File: src/rtl/audio_irq_ctrl.sv
module audio_irq_ctrl #(
  parameter int AW     = 3,
  parameter int DW     = 32,
  parameter int KEEP_W = 24
) (
  input  logic          clk,
  input  logic          rst_n,
  input  logic          bus_we,
  input  logic [AW-1:0] bus_addr,
  input  logic [DW-1:0] bus_wdata,
  output logic [DW-1:0] bus_rdata,
  input  logic [3:0]    evt_i,
  output logic          irq_o,
  output logic [1:0]    port_rst_n_o
);
  localparam logic [AW-1:0] A_ST   = AW'(0);
  localparam logic [AW-1:0] A_EN1  = AW'(1);
  localparam logic [AW-1:0] A_EN2  = AW'(2);
  localparam logic [AW-1:0] A_SRST = AW'(3);
  localparam logic [AW-1:0] A_CRUN = AW'(4);
  localparam int PAD = DW - KEEP_W;

  logic [3:0]        st, evt_q, sw, nib_w;
  logic [1:0]        crun;
  logic [KEEP_W-1:0] en1, en2, st_vec, sw_vec, crun_vec;
  logic              wr_st, live, glob_ok;

  assign nib_w   = {bus_wdata[12], bus_wdata[8], bus_wdata[4], bus_wdata[0]};
  assign wr_st   = bus_we && bus_addr == A_ST;
  assign glob_ok = sw[0];
  assign live    = sw[0] && sw[1];

  always_comb begin
    st_vec   = '0;
    sw_vec   = '0;
    crun_vec = '0;
    for (int k = 0; k < 4; k++) begin
      st_vec[4*k] = st[k];
      sw_vec[4*k] = sw[k];
    end
    crun_vec[0] = crun[0];
    crun_vec[4] = crun[1];
  end

  always_ff @(posedge clk or negedge rst_n) begin
    if (!rst_n) begin
      evt_q <= '0;
      st    <= '0;
      en1   <= '0;
      en2   <= '0;
      sw    <= 4'hF;
      crun  <= '0;
      irq_o <= 1'b0;
    end else begin
      evt_q <= evt_i;
      if (!live) st <= '0;
      else       st <= (wr_st ? (st & nib_w) : st) | (evt_i & ~evt_q);
      if (!glob_ok) begin
        en1 <= '0;
        en2 <= '0;
      end else if (bus_we) begin
        if (bus_addr == A_EN1) en1 <= bus_wdata[KEEP_W-1:0];
        if (bus_addr == A_EN2) en2 <= bus_wdata[KEEP_W-1:0];
      end
      if (bus_we && bus_addr == A_SRST) sw   <= nib_w;
      if (bus_we && bus_addr == A_CRUN) crun <= {bus_wdata[4], bus_wdata[0]};
      irq_o <= |(st_vec & en1 & en2);
    end
  end

  assign port_rst_n_o[0] = sw[0] & sw[2] & crun[0];
  assign port_rst_n_o[1] = sw[0] & sw[3] & crun[1];

  always_comb begin
    case (bus_addr)
      A_ST:    bus_rdata = {{PAD{1'b0}}, st_vec};
      A_EN1:   bus_rdata = {{PAD{1'b0}}, en1};
      A_EN2:   bus_rdata = {{PAD{1'b0}}, en2};
      A_SRST:  bus_rdata = {{PAD{1'b0}}, sw_vec};
      A_CRUN:  bus_rdata = {{PAD{1'b0}}, crun_vec};
      default: bus_rdata = '0;
    endcase
  end
endmodule


File: config.mk
export PLATFORM = sky130hd
export DESIGN_NAME = audio_irq_ctrl
export DESIGN_NICKNAME = d
export VERILOG_FILES = /design/src/rtl/audio_irq_ctrl.sv
export SDC_FILE = /design/constraint.sdc
export NUM_CORES = 1
export LEC_CHECK = 0
export CORE_MARGIN = 2
export CORE_UTILIZATION = 32
export DETAILED_ROUTE_END_ITERATION = 16
export SYNTH_ARGS = -nofsm -noshare
export SYNTH_HDL_FRONTEND = slang
export SYNTH_SLANG_ARGS = --single-unit
File: constraint.sdc
create_clock -name clk -period 1.1 [get_ports clk]
set_input_delay 0.11 -clock clk [delete_from_list [all_inputs] [get_ports clk]]
set_output_delay 0.11 -clock clk [all_outputs]
set_load 0.02 [all_outputs]
==> metrics.json, run 1 <==
{
  "post-dp-hpwl": {"value": 5110, "unit": "microns"},
  "total_leakage_power": {"value": 2.13, "unit": "nW"},
  "detail_route.vias_per_cell": {"value": 4.90},
  "num-nets-final": {"value": 470},
  "synth_cell_types": {"value": 28},
  "critical_path_arrival": {"value": 1.45, "unit": "ns"},
  "detailroute.via_count": {"value": 2752},
  "yosys-mux-area-fraction": {"value": 4.98, "unit": "%"},
  "cellPowerDensity": {"value": 1330, "unit": "nW/um^2"},
  "critPathRequiredTime": {"value": 0.99, "unit": "ns"},
  "switching_power": {"value": 1.70, "unit": "mW"},
  "power_report.internal_total": {"value": 5.02, "unit": "mW"},
  "grt.overflow.total": {"value": 0},
  "layout-drive-gt1-share": {"value": 44.8, "unit": "%"},
  "synth-xor-area-share": {"value": 0, "unit": "%"},
  "final_hold_viol_count": {"value": 0},
  "first_global_vias": {"value": 2936},
  "core_area": {"value": 9280, "unit": "sq um"},
  "holdWs": {"value": 0.240, "unit": "ns"},
  "drt_pass1_iterations": {"value": 4},
  "worstPathMaxFanout": {"value": 2},
  "diodes_inserted": {"value": 0},
  "synth_seq_area_share": {"value": 51.6, "unit": "%"},
  "final_util": {"value": 54.3, "unit": "%"},
  "violated_checks": {"value": "setup timing"},
  "detailedRoute.firstIterationViolations": {"value": 103},
  "report.final.slew_viol_count": {"value": 0},
  "std_cell_rows": {"value": 35},
  "antenna_left": {"value": 0},
  "syn-cell-area": {"value": 3070, "unit": "sq um"},
  "holdPathStages": {"value": 1},
  "clkTransAtPathRegs": {"value": 0.07, "unit": "ns"},
  "power.share.clock": {"value": 36.1, "unit": "%"},
  "pin_count_of_the_biggest_net_entering_global_routing": {"value": 64},
  "sinks_on_the_clock_net": {"value": 63},
  "number_of_antenna_violations_at_the_first_check_in_global_routing": {"value": 0},
  "layout_worst_path_cycle_share": {"value": 142, "unit": "%"},
  "status": {"value": "finished with violations"},
  "synth_compound_area_share": {"value": 20.1, "unit": "%"},
  "switching_share": {"value": 25.3, "unit": "%"},
  "ctsHtreeMaxLevel": {"value": 3},
  "post_synth_inst_count": {"value": 312},
  "max_cap_viol_count": {"value": 0},
  "die-area": {"value": 10400, "unit": "sq um"},
  "rsz0062_at_grt": {"value": "yes"},
  "finClkSkew": {"value": 0.00665, "unit": "ns"},
  "place_congestion": {"value": 0.776},
  "met2_length": {"value": 4900, "unit": "microns"},
  "end_kind": {"value": "output port"},
  "max_freq": {"value": 0.640, "unit": "GHz"},
  "synth_adder_area_share": {"value": 0, "unit": "%"},
  "highest_layer": {"value": "met4"},
  "io_pins": {"value": 77},
  "initial_utilization": {"value": 33.0, "unit": "%"},
  "min_path_type": {"value": "input port to register"},
  "cts_inserted_buffers": {"value": 9},
  "synthToLayoutAreaGrowth": {"value": 64.4, "unit": "%"},
  "sum_of_routed_wire_segments_on_met1": {"value": 4080, "unit": "microns"},
  "seqPwrFrac": {"value": 37.6, "unit": "%"},
  "rr_worst_depth": {"value": 8},
  "ctsLongestPathBuffers": {"value": 2},
  "post_drt_wl_per_cell": {"value": 16.9, "unit": "microns"},
  "period_needed": {"value": 1.56, "unit": "ns"},
  "yosysWarnings": {"value": 0},
  "synth.ff_latch_count": {"value": 63},
  "clock-root-buffer": {"value": "sky130_fd_sc_hd__clkbuf_8"},
  "final_critical_path_setup_slack": {"value": -0.463, "unit": "ns"},
  "tritoncts": {"value": "done"},
  "synth_simple_gate_area_share": {"value": 17.6, "unit": "%"},
  "groute.usage.overall": {"value": 19.8, "unit": "%"},
  "die_height": {"value": 102, "unit": "microns"},
  "critPathKind": {"value": "register to output port"},
  "clk-insertion-delay-late": {"value": 0.33, "unit": "ns"},
  "vdd_drop_max": {"value": 0.000575, "unit": "V"},
  "drt_wirelength": {"value": 9520, "unit": "microns"},
  "post-route-drc-count": {"value": 0},
  "share_of_power_burned_in_combinational_logic": {"value": 26.3, "unit": "%"},
  "die_x": {"value": 102, "unit": "microns"},
  "grt_first_pass_wirelength": {"value": 15500, "unit": "microns"},
  "met3_length": {"value": 457, "unit": "microns"},
  "synth_top_family_by_area": {"value": "compound AO/OA/AOI/OAI gates"},
  "port_buffers": {"value": 60},
  "start_kind": {"value": "register"},
  "syn-mean-instance-area": {"value": 9.83, "unit": "sq um"},
  "finalSetupViolations": {"value": 80}
}
[cells by family (layout without fill, tap and decap cells)]
family                 after synthesis  in the layout
AND/OR/NAND/NOR                    121            121
AO/OA/AOI/OAI                       83             83
buffers and inverters               32            146
other                                1              8
multiplexers                        12             12
flip-flops                          63             63
[routing by layer]
metal | vias to the layer above | global-route usage, %
li1 | 1289 | -
met1 | 1382 | 25.8
met2 | 74 | 33.9
met3 | 7 | 3.08
met4 | 0 | 6.15
met5 | - | 0
[power groups by stage]
stage          logic (mW)  clock network, mW  registers [mW]
5_1_grt              1.88               2.58            2.54
6_report             1.77               2.42            2.53
4_1_cts              1.97               2.47            2.52
3_3_place_gp        0.988                  0            2.56
3_5_place_dp         1.00                  0            2.57
2_1_floorplan       0.497                  0            2.56
[Yosys cell counts]
library cell                count  area (sq um)
sky130_fd_sc_hd__nand2_1       98           368
sky130_fd_sc_hd__dfrtp_1       59          1480
sky130_fd_sc_hd__a21boi_0      38           285
sky130_fd_sc_hd__a22o_1        20           175
sky130_fd_sc_hd__buf_2         16          80.1
sky130_fd_sc_hd__a21boi_1      10          75.1
sky130_fd_sc_hd__buf_4          8          60.1
sky130_fd_sc_hd__clkbuf_1       8          30.0
sky130_fd_sc_hd__o21ai_0        8          40.0
sky130_fd_sc_hd__mux2_2         6          67.6
sky130_fd_sc_hd__a21oi_1        4          20.0
sky130_fd_sc_hd__dfstp_2        4           105
sky130_fd_sc_hd__mux2i_1        4          40.0
sky130_fd_sc_hd__nand2b_1       4          25.0
sky130_fd_sc_hd__and3_1         3          18.8
sky130_fd_sc_hd__nand3_1        3          15.0
sky130_fd_sc_hd__and4bb_2       2          25.0
sky130_fd_sc_hd__mux4_2         2          45.0
sky130_fd_sc_hd__nand3b_1       2          15.0
sky130_fd_sc_hd__nand4bb_1      2          22.5
sky130_fd_sc_hd__nor2b_1        2          12.5
sky130_fd_sc_hd__nor3b_1        2          15.0
sky130_fd_sc_hd__o21a_1         2          15.0
sky130_fd_sc_hd__a31oi_1        1          6.26
sky130_fd_sc_hd__conb_1         1          3.75
sky130_fd_sc_hd__nand4b_1       1          8.76
sky130_fd_sc_hd__nor3_1         1          5.00
sky130_fd_sc_hd__or4b_1         1          10.0
[flip-flops by register name, indices dropped and copies added (netlist names)]
| name | flops |
|---|---|
| crun | 2 |
| en1 | 24 |
| en2 | 24 |
| evt_q | 4 |
| irq_o | 1 |
| st | 4 |
| sw | 4 |
[repair_timing]
action	4_1_cts	5_1_grt
gates cloned	10	0
hold buffers	1	0
pin swaps	7	10
endpoints found under the setup margin	86	81
buffers inserted	24	15
hold endpoints to repair	59	0
gates resized for setup	298	28
[cells in the final DEF (no fill, tap or decap), types with 3 or more instances in the layout]
cell	n
sky130_fd_sc_hd__a21boi_2	48
sky130_fd_sc_hd__a21oi_2	4
sky130_fd_sc_hd__a22o_1	19
sky130_fd_sc_hd__and3_4	3
sky130_fd_sc_hd__buf_12	11
sky130_fd_sc_hd__buf_16	3
sky130_fd_sc_hd__buf_4	40
sky130_fd_sc_hd__buf_6	37
sky130_fd_sc_hd__buf_8	6
sky130_fd_sc_hd__bufinv_16	3
sky130_fd_sc_hd__clkbuf_8	9
sky130_fd_sc_hd__clkdlybuf4s50_1	28
sky130_fd_sc_hd__conb_1	8
sky130_fd_sc_hd__dfrtp_1	59
sky130_fd_sc_hd__dfstp_2	4
sky130_fd_sc_hd__mux2_2	5
sky130_fd_sc_hd__mux2i_1	4
sky130_fd_sc_hd__nand2_1	97
sky130_fd_sc_hd__nand2b_1	4
sky130_fd_sc_hd__nand3_1	3
sky130_fd_sc_hd__o21ai_1	5
[worst paths after layout]
path	to	slack (ns)	start
min in group asynchronous	evt_q[1]$_DFF_PN0_	0.29	rst_n
max in group asynchronous	sw[2]$_DFFE_PN1P_	0.45	rst_n
setup / recovery	bus_rdata[8]	-0.46	en2[8]$_DFFE_PN0P_
setup reg to reg	st[1]$_DFF_PN0_	-0.34	sw[0]$_DFFE_PN1P_
hold reg to reg	st[1]$_DFF_PN0_	0.53	evt_q[1]$_DFF_PN0_
hold / removal	evt_q[3]$_DFF_PN0_	0.24	evt_i[3]
[worst max-delay path: stages (launching register included)]
cell,delay (ns)
sky130_fd_sc_hd__dfrtp_1,0.40
sky130_fd_sc_hd__mux4_2,0.47
sky130_fd_sc_hd__nor2b_4,0.14
sky130_fd_sc_hd__buf_6,0.12
[area by class of cell]
class,count,area (sq um)
Tap cell,129,161
Multi-Input combinational cell,224,1640
Sequential cell,63,1580
Fill cell,858,4240
Clock inverter,6,109
Clock buffer,10,128
Timing Repair Buffer,130,1420
[stage by stage]
stage	cells	setup WS, ns	power [mW]	area, sq um	TNS (ns)
finish	562	-0.463	6.72	5040	-17.93
global route	562	-0.489	7.00	5040	-21.55
CTS	563	-0.479	6.96	5120	-20.25
detailed placement	512	-0.971	3.57	4060	-60.95
global placement	512	-0.941	3.55	4060	-59.77
floorplan	319	-0.0426	3.06	3110	-0.0426
Note: power is estimated with default switching activity, not from simulation.
==> inputs of run 2 (changes only) <==
- CAP_MARGIN: unset -> 0
- clock period: 1.1 -> 1.4 ns (I/O delays scaled with it)
==> metrics.json, run 2 (synthesized netlist as in run 1, its figures left out) <==
{
  "start_kind": {"value": "register"},
  "grt.overflow.total": {"value": 0},
  "io_pins": {"value": 77},
  "post-dp-hpwl": {"value": 5190, "unit": "microns"},
  "groute.usage.overall": {"value": 17.2, "unit": "%"},
  "die-area": {"value": 10400, "unit": "sq um"},
  "tritoncts": {"value": "done"},
  "finClkSkew": {"value": 0.00544, "unit": "ns"},
  "finalSetupViolations": {"value": 6},
  "reg2reg_from": {"value": "sw[0]$_DFFE_PN1P_"},
  "critical_path_buf_inv_count": {"value": 1},
  "critPathKind": {"value": "register to output port"},
  "min_path_type": {"value": "input port to register"},
  "place_congestion": {"value": 0.806},
  "final_hold_viol_count": {"value": 0},
  "critPathTopFamily": {"value": "multiplexers"},
  "period_needed": {"value": 1.62, "unit": "ns"},
  "startpoint": {"value": "en2[8]$_DFFE_PN0P_"},
  "ctsLongestPathBuffers": {"value": 2},
  "std_cell_rows": {"value": 35},
  "leading_cell_types_in_the_layout_fill_and_taps_excluded": {"value": "sky130_fd_sc_hd__nand2_1, sky130_fd_sc_hd__dfrtp_1, sky130_fd_sc_hd__a21boi_0"},
  "tightestPinTransition": {"value": 0.534, "unit": "ns"},
  "clk-insertion-delay-late": {"value": 0.35, "unit": "ns"},
  "cellPowerDensity": {"value": 1090, "unit": "nW/um^2"},
  "final_critical_path_setup_slack": {"value": -0.215, "unit": "ns"},
  "critPathRequiredTime": {"value": 1.26, "unit": "ns"},
  "preCtsSetupSlack": {"value": -0.832, "unit": "ns"},
  "die_x": {"value": 102, "unit": "microns"},
  "layout-drive-gt1-share": {"value": 25.4, "unit": "%"},
  "biggestRegsByFlops": {"value": "en1 (24), en2 (24)"},
  "num-nets-final": {"value": 438},
  "antenna_left": {"value": 0},
  "final.fill_count": {"value": 899},
  "number_of_antenna_violations_at_the_first_check_in_global_routing": {"value": 0},
  "report.final.slew_viol_count": {"value": 0},
  "pin_count_of_the_biggest_net_entering_global_routing": {"value": 51},
  "diodes_inserted": {"value": 0},
  "end_kind": {"value": "output port"},
  "clock-root-buffer": {"value": "sky130_fd_sc_hd__clkbuf_8"},
  "die_height": {"value": 102, "unit": "microns"},
  "sinks_on_the_clock_net": {"value": 63},
  "rsz0062_at_grt": {"value": "yes"},
  "ctsHtreeMaxLevel": {"value": 3},
  "drt_pass1_iterations": {"value": 4},
  "status": {"value": "finished with violations"},
  "total_leakage_power": {"value": 1.88, "unit": "nW"},
  "layout.cells.most_common": {"value": "sky130_fd_sc_hd__nand2_1"},
  "postPlaceCellArea": {"value": 4010, "unit": "sq um"},
  "first_global_vias": {"value": 2638},
  "synthToLayoutAreaGrowth": {"value": 42.2, "unit": "%"},
  "port_buffers": {"value": 60},
  "timing.critical_path.cells": {"value": "mux4_2 -> nor2b_4 -> buf_6"},
  "max_cap_viol_count": {"value": 0},
  "detail_route.vias_per_cell": {"value": 4.82},
  "max-slew-margin-rel": {"value": 64.4, "unit": "%"},
  "detailedRoute.firstIterationViolations": {"value": 87},
  "drt_wirelength": {"value": 8290, "unit": "microns"},
  "critical-path-slowest-cell": {"value": "sky130_fd_sc_hd__mux4_2"},
  "max_freq": {"value": 0.619, "unit": "GHz"},
  "core_area": {"value": 9280, "unit": "sq um"},
  "post-route-drc-count": {"value": 0},
  "critPathMaxStageDelay": {"value": 0.46, "unit": "ns"},
  "worstPathMaxFanout": {"value": 3},
  "cts_inserted_buffers": {"value": 9},
  "post_drt_wl_per_cell": {"value": 15.6, "unit": "microns"},
  "critical_path_arrival": {"value": 1.48, "unit": "ns"},
  "clkTransAtPathRegs": {"value": 0.08, "unit": "ns"},
  "detailroute.via_count": {"value": 2552},
  "violated_checks": {"value": "setup timing"},
  "design_area": {"value": 4360, "unit": "sq um"},
  "hold_path_startpoint": {"value": "evt_i[1]"},
  "layout_worst_path_cycle_share": {"value": 115, "unit": "%"},
  "vdd_drop_max": {"value": 0.000464, "unit": "V"},
  "initial_utilization": {"value": 33.0, "unit": "%"},
  "grt_first_pass_wirelength": {"value": 13400, "unit": "microns"}
}
[run 2: cell types whose count changed in the layout (fill, tap and decap cells not counted), sizes merged]
cell / previous run / this run
clkdlybuf4s15: 0 / 5
buf: 99 / 59
clkdlybuf4s50: 28 / 29
bufbuf: 0 / 2
[run 2: timing repair]
action                                  CTS  global route
hold buffers                              1             0
endpoints found under the setup margin   52            26
pin swaps                                 1             0
buffers inserted                          2             1
resized for setup                       144             7
endpoints found under the hold margin    13             0
cloned                                    3             0
[run 2: stage by stage]
step	TNS [ns]	cells	hold slack [ns]	utilization, %	power, mW
2_1_floorplan	0	319	-0.156	-	2.39
3_3_place_gp	-36.73	507	0.147	43.2	2.77
3_5_place_dp	-39.15	507	0.149	43.2	2.78
4_1_cts	-0.737	529	0.255	46.6	4.77
5_1_grt	-0.970	530	0.261	46.9	4.96
6_report	-0.691	530	0.267	46.9	4.74
[run 2: worst paths after layout]
| kind | end | slack [ns] | cells past startpoint |
|---|---|---|---|
| worst min-delay path | evt_q[1]$_DFF_PN0_ | 0.27 | 1 |
| worst max register to register | en1[7]$_DFFE_PN0P_ | 0.13 | 3 |
| min in group asynchronous | evt_q[0]$_DFF_PN0_ | 0.31 | 2 |
| max in group asynchronous | en1[5]$_DFFE_PN0P_ | 0.56 | 3 |
| worst max-delay path | bus_rdata[8] | -0.22 | 3 |
| worst min register to register | st[2]$_DFF_PN0_ | 0.51 | 2 |
[run 2: power breakdown]
group	internal, mW	switching (mW)	leakage, nW
registers	1.93	0.0575	0.848
clock network	1.18	0.745	0.120
logic	0.451	0.379	0.908
[run 2: layout make-up]
| class | instances | area, sq um | share of cell area [%] |
|---|---|---|---|
| tap | 129 | 161 | 3.70 |
| sequential | 63 | 1580 | 36.3 |
| clock buffer | 10 | 128 | 2.93 |
| clock inverter | 6 | 109 | 2.50 |
| timing repair buffer | 98 | 991 | 22.7 |
| multi-input combinational | 224 | 1390 | 31.8 |
[run 2: worst reg2reg max path, delay by kind of cell, from the launching register on]
| family | cells | cell delay, ns |
|---|---|---|
| flip-flops | 1 | 0.55 |
| buffers and inverters | 2 | 0.31 |
| AO/OA/AOI/OAI | 1 | 0.30 |
[run 2: metal layers]
metal / global-route usage, % / wire [microns] / share of wire [%]
met5: 0 / 0 / 0
met4: 7.69 / 150 / 1.8
met3: 3.56 / 346 / 4.2
met2: 28.8 / 4030 / 49
met1: 21.5 / 3760 / 45
==> inputs of run 3 (changes only) <==
- clock period: 1.4 -> 1.7 ns (I/O delays scaled with it)
==> metrics.json, run 3 (synthesized netlist as in run 1, its figures left out) <==
{
  "startpoint": {"value": "en2[12]$_DFFE_PN0P_"},
  "start_kind": {"value": "register"},
  "number_of_antenna_violations_at_the_first_check_in_global_routing": {"value": 0},
  "layout_worst_path_cycle_share": {"value": 97.2, "unit": "%"},
  "final_util": {"value": 44.6, "unit": "%"},
  "critPathRequiredTime": {"value": 1.53, "unit": "ns"},
  "critical_path_arrival": {"value": 1.48, "unit": "ns"},
  "period_needed": {"value": 1.65, "unit": "ns"},
  "final.fill_count": {"value": 913},
  "sinks_on_the_clock_net": {"value": 63},
  "core_area": {"value": 9280, "unit": "sq um"},
  "cts_inserted_buffers": {"value": 9},
  "place_congestion": {"value": 0.841},
  "reg2reg_from": {"value": "sw[0]$_DFFE_PN1P_"},
  "antenna_left": {"value": 0},
  "report.final.slew_viol_count": {"value": 0},
  "ff2ff_setup_slack": {"value": 0.33, "unit": "ns"},
  "diodes_inserted": {"value": 0},
  "port_buffers": {"value": 60},
  "cellPowerDensity": {"value": 898, "unit": "nW/um^2"},
  "detailroute.via_count": {"value": 2466},
  "rr_worst_depth": {"value": 3},
  "clkTransAtPathRegs": {"value": 0.07, "unit": "ns"},
  "post-dp-hpwl": {"value": 5010, "unit": "microns"},
  "end_kind": {"value": "output port"},
  "worstSetupEndpoint": {"value": "bus_rdata[12]"},
  "ctsHtreeMaxLevel": {"value": 3},
  "detail_route.vias_per_cell": {"value": 4.76},
  "std_cell_rows": {"value": 35},
  "detailedRoute.firstIterationViolations": {"value": 88},
  "die-area": {"value": 10400, "unit": "sq um"},
  "critPathKind": {"value": "register to output port"},
  "pin_count_of_the_biggest_net_entering_global_routing": {"value": 64},
  "finalSetupViolations": {"value": 0},
  "leading_cell_types_in_the_layout_fill_and_taps_excluded": {"value": "sky130_fd_sc_hd__nand2_1, sky130_fd_sc_hd__dfrtp_1, sky130_fd_sc_hd__a21boi_0"},
  "layout-drive-gt1-share": {"value": 18.5, "unit": "%"},
  "tritoncts": {"value": "done"},
  "grt.overflow.total": {"value": 0},
  "min_path_type": {"value": "input port to register"},
  "finClkSkew": {"value": 0.0102, "unit": "ns"},
  "final_hold_viol_count": {"value": 0},
  "total_leakage_power": {"value": 1.82, "unit": "nW"},
  "timing.critical_path.cells": {"value": "mux4_2 -> nor2b_1 -> buf_2"},
  "die_height": {"value": 102, "unit": "microns"},
  "layout.cells.most_common": {"value": "sky130_fd_sc_hd__nand2_1"},
  "vdd_drop_max": {"value": 0.000371, "unit": "V"},
  "num-nets-final": {"value": 427},
  "status": {"value": "completed"},
  "drt_pass1_iterations": {"value": 5},
  "grt_first_pass_wirelength": {"value": 12900, "unit": "microns"},
  "critPathMaxStageDelay": {"value": 0.45, "unit": "ns"},
  "biggestRegsByFlops": {"value": "en1 (24), en2 (24)"},
  "clk-insertion-delay-late": {"value": 0.34, "unit": "ns"},
  "die_x": {"value": 102, "unit": "microns"},
  "max_freq": {"value": 0.605, "unit": "GHz"},
  "postPlaceCellArea": {"value": 3940, "unit": "sq um"},
  "io_pins": {"value": 77},
  "design_area": {"value": 4140, "unit": "sq um"},
  "first_global_vias": {"value": 2531},
  "groute.usage.overall": {"value": 16.3, "unit": "%"},
  "max_cap_viol_count": {"value": 0},
  "critical-path-slowest-cell": {"value": "sky130_fd_sc_hd__mux4_2"},
  "post_drt_wl_per_cell": {"value": 15.0, "unit": "microns"},
  "drt_wirelength": {"value": 7780, "unit": "microns"},
  "clock-root-buffer": {"value": "sky130_fd_sc_hd__clkbuf_8"},
  "initial_utilization": {"value": 33.0, "unit": "%"},
  "ctsLongestPathBuffers": {"value": 2},
  "worstPathMaxFanout": {"value": 2},
  "post-route-drc-count": {"value": 0},
  "worstReg2RegEnd": {"value": "en2[2]$_DFFE_PN0P_"},
  "rsz0062_at_grt": {"value": "no"},
  "synthToLayoutAreaGrowth": {"value": 35.1, "unit": "%"}
}
run 3: per-layer routing:
| metal | part of all wire (%) | track usage (%) |
|---|---|---|
| met1 | 45 | 20.9 |
| met2 | 49 | 27.7 |
| met5 | 0 | 0 |
| met4 | 1.3 | 5.23 |
| met3 | 4.6 | 3.56 |
run 3: final cells by class:
type,count,area [sq um],share of cell area [%]
flip-flops and latches,63,1580,38.2
multi-input cells,224,1360,32.9
repair buffers,87,806,19.5
clock buffers,12,165,3.99
well taps,129,161,3.90
clock inverters,3,65.1,1.57
run 3: worst max-delay path, delay by kind of cell, from the launching register on:
| kind | cells | cell delay [ns] |
|---|---|---|
| flip-flops | 1 | 0.39 |
| AND/OR/NAND/NOR | 1 | 0.15 |
| buffers and inverters | 1 | 0.15 |
| multiplexers | 1 | 0.45 |
run 3: timing repair:
| item | 4_1_cts | 5_1_grt |
|---|---|---|
| hold buffers | 1 | 0 |
| endpoints found under the hold margin | 59 | 0 |
| endpoints found under the setup margin | 26 | 11 |
| pin swaps | 1 | 0 |
| setup buffers | 1 | 1 |
| resized for setup | 54 | 13 |
run 3: power by group:
part           internal, mW  switching (mW)  total, mW
Combinational         0.285           0.288      0.573
Clock                 0.936           0.570       1.51
Sequential             1.59          0.0479       1.64
run 3: how the worst min path moves through the flow:
| stage | start | end | cells after the start |
|---|---|---|---|
| after floorplan | rst_n | crun[0]$_DFFE_PN0P_ | 0 |
| after global placement | rst_n | evt_q[0]$_DFF_PN0_ | 2 |
| after detailed placement | rst_n | evt_q[0]$_DFF_PN0_ | 2 |
| after CTS | evt_i[0] | evt_q[0]$_DFF_PN0_ | 1 |
| after global routing | evt_i[0] | evt_q[0]$_DFF_PN0_ | 1 |
| final | evt_i[0] | evt_q[0]$_DFF_PN0_ | 1 |
run 3: stage by stage:
step / worst slack [ns] / hold WS (ns) / cells / setup TNS [ns] / total power [mW]
2_1_floorplan: 0.408 / -0.126 / 319 / 0 / 1.97
5_1_grt: 0.00249 / 0.298 / 518 / 0 / 3.88
4_1_cts: 0.00376 / 0.289 / 517 / 0 / 3.77
3_5_place_dp: -0.647 / 0.210 / 500 / -21.38 / 2.25
6_report: 0.0479 / 0.309 / 518 / 0 / 3.72
3_3_place_gp: -0.569 / 0.205 / 500 / -18.02 / 2.24
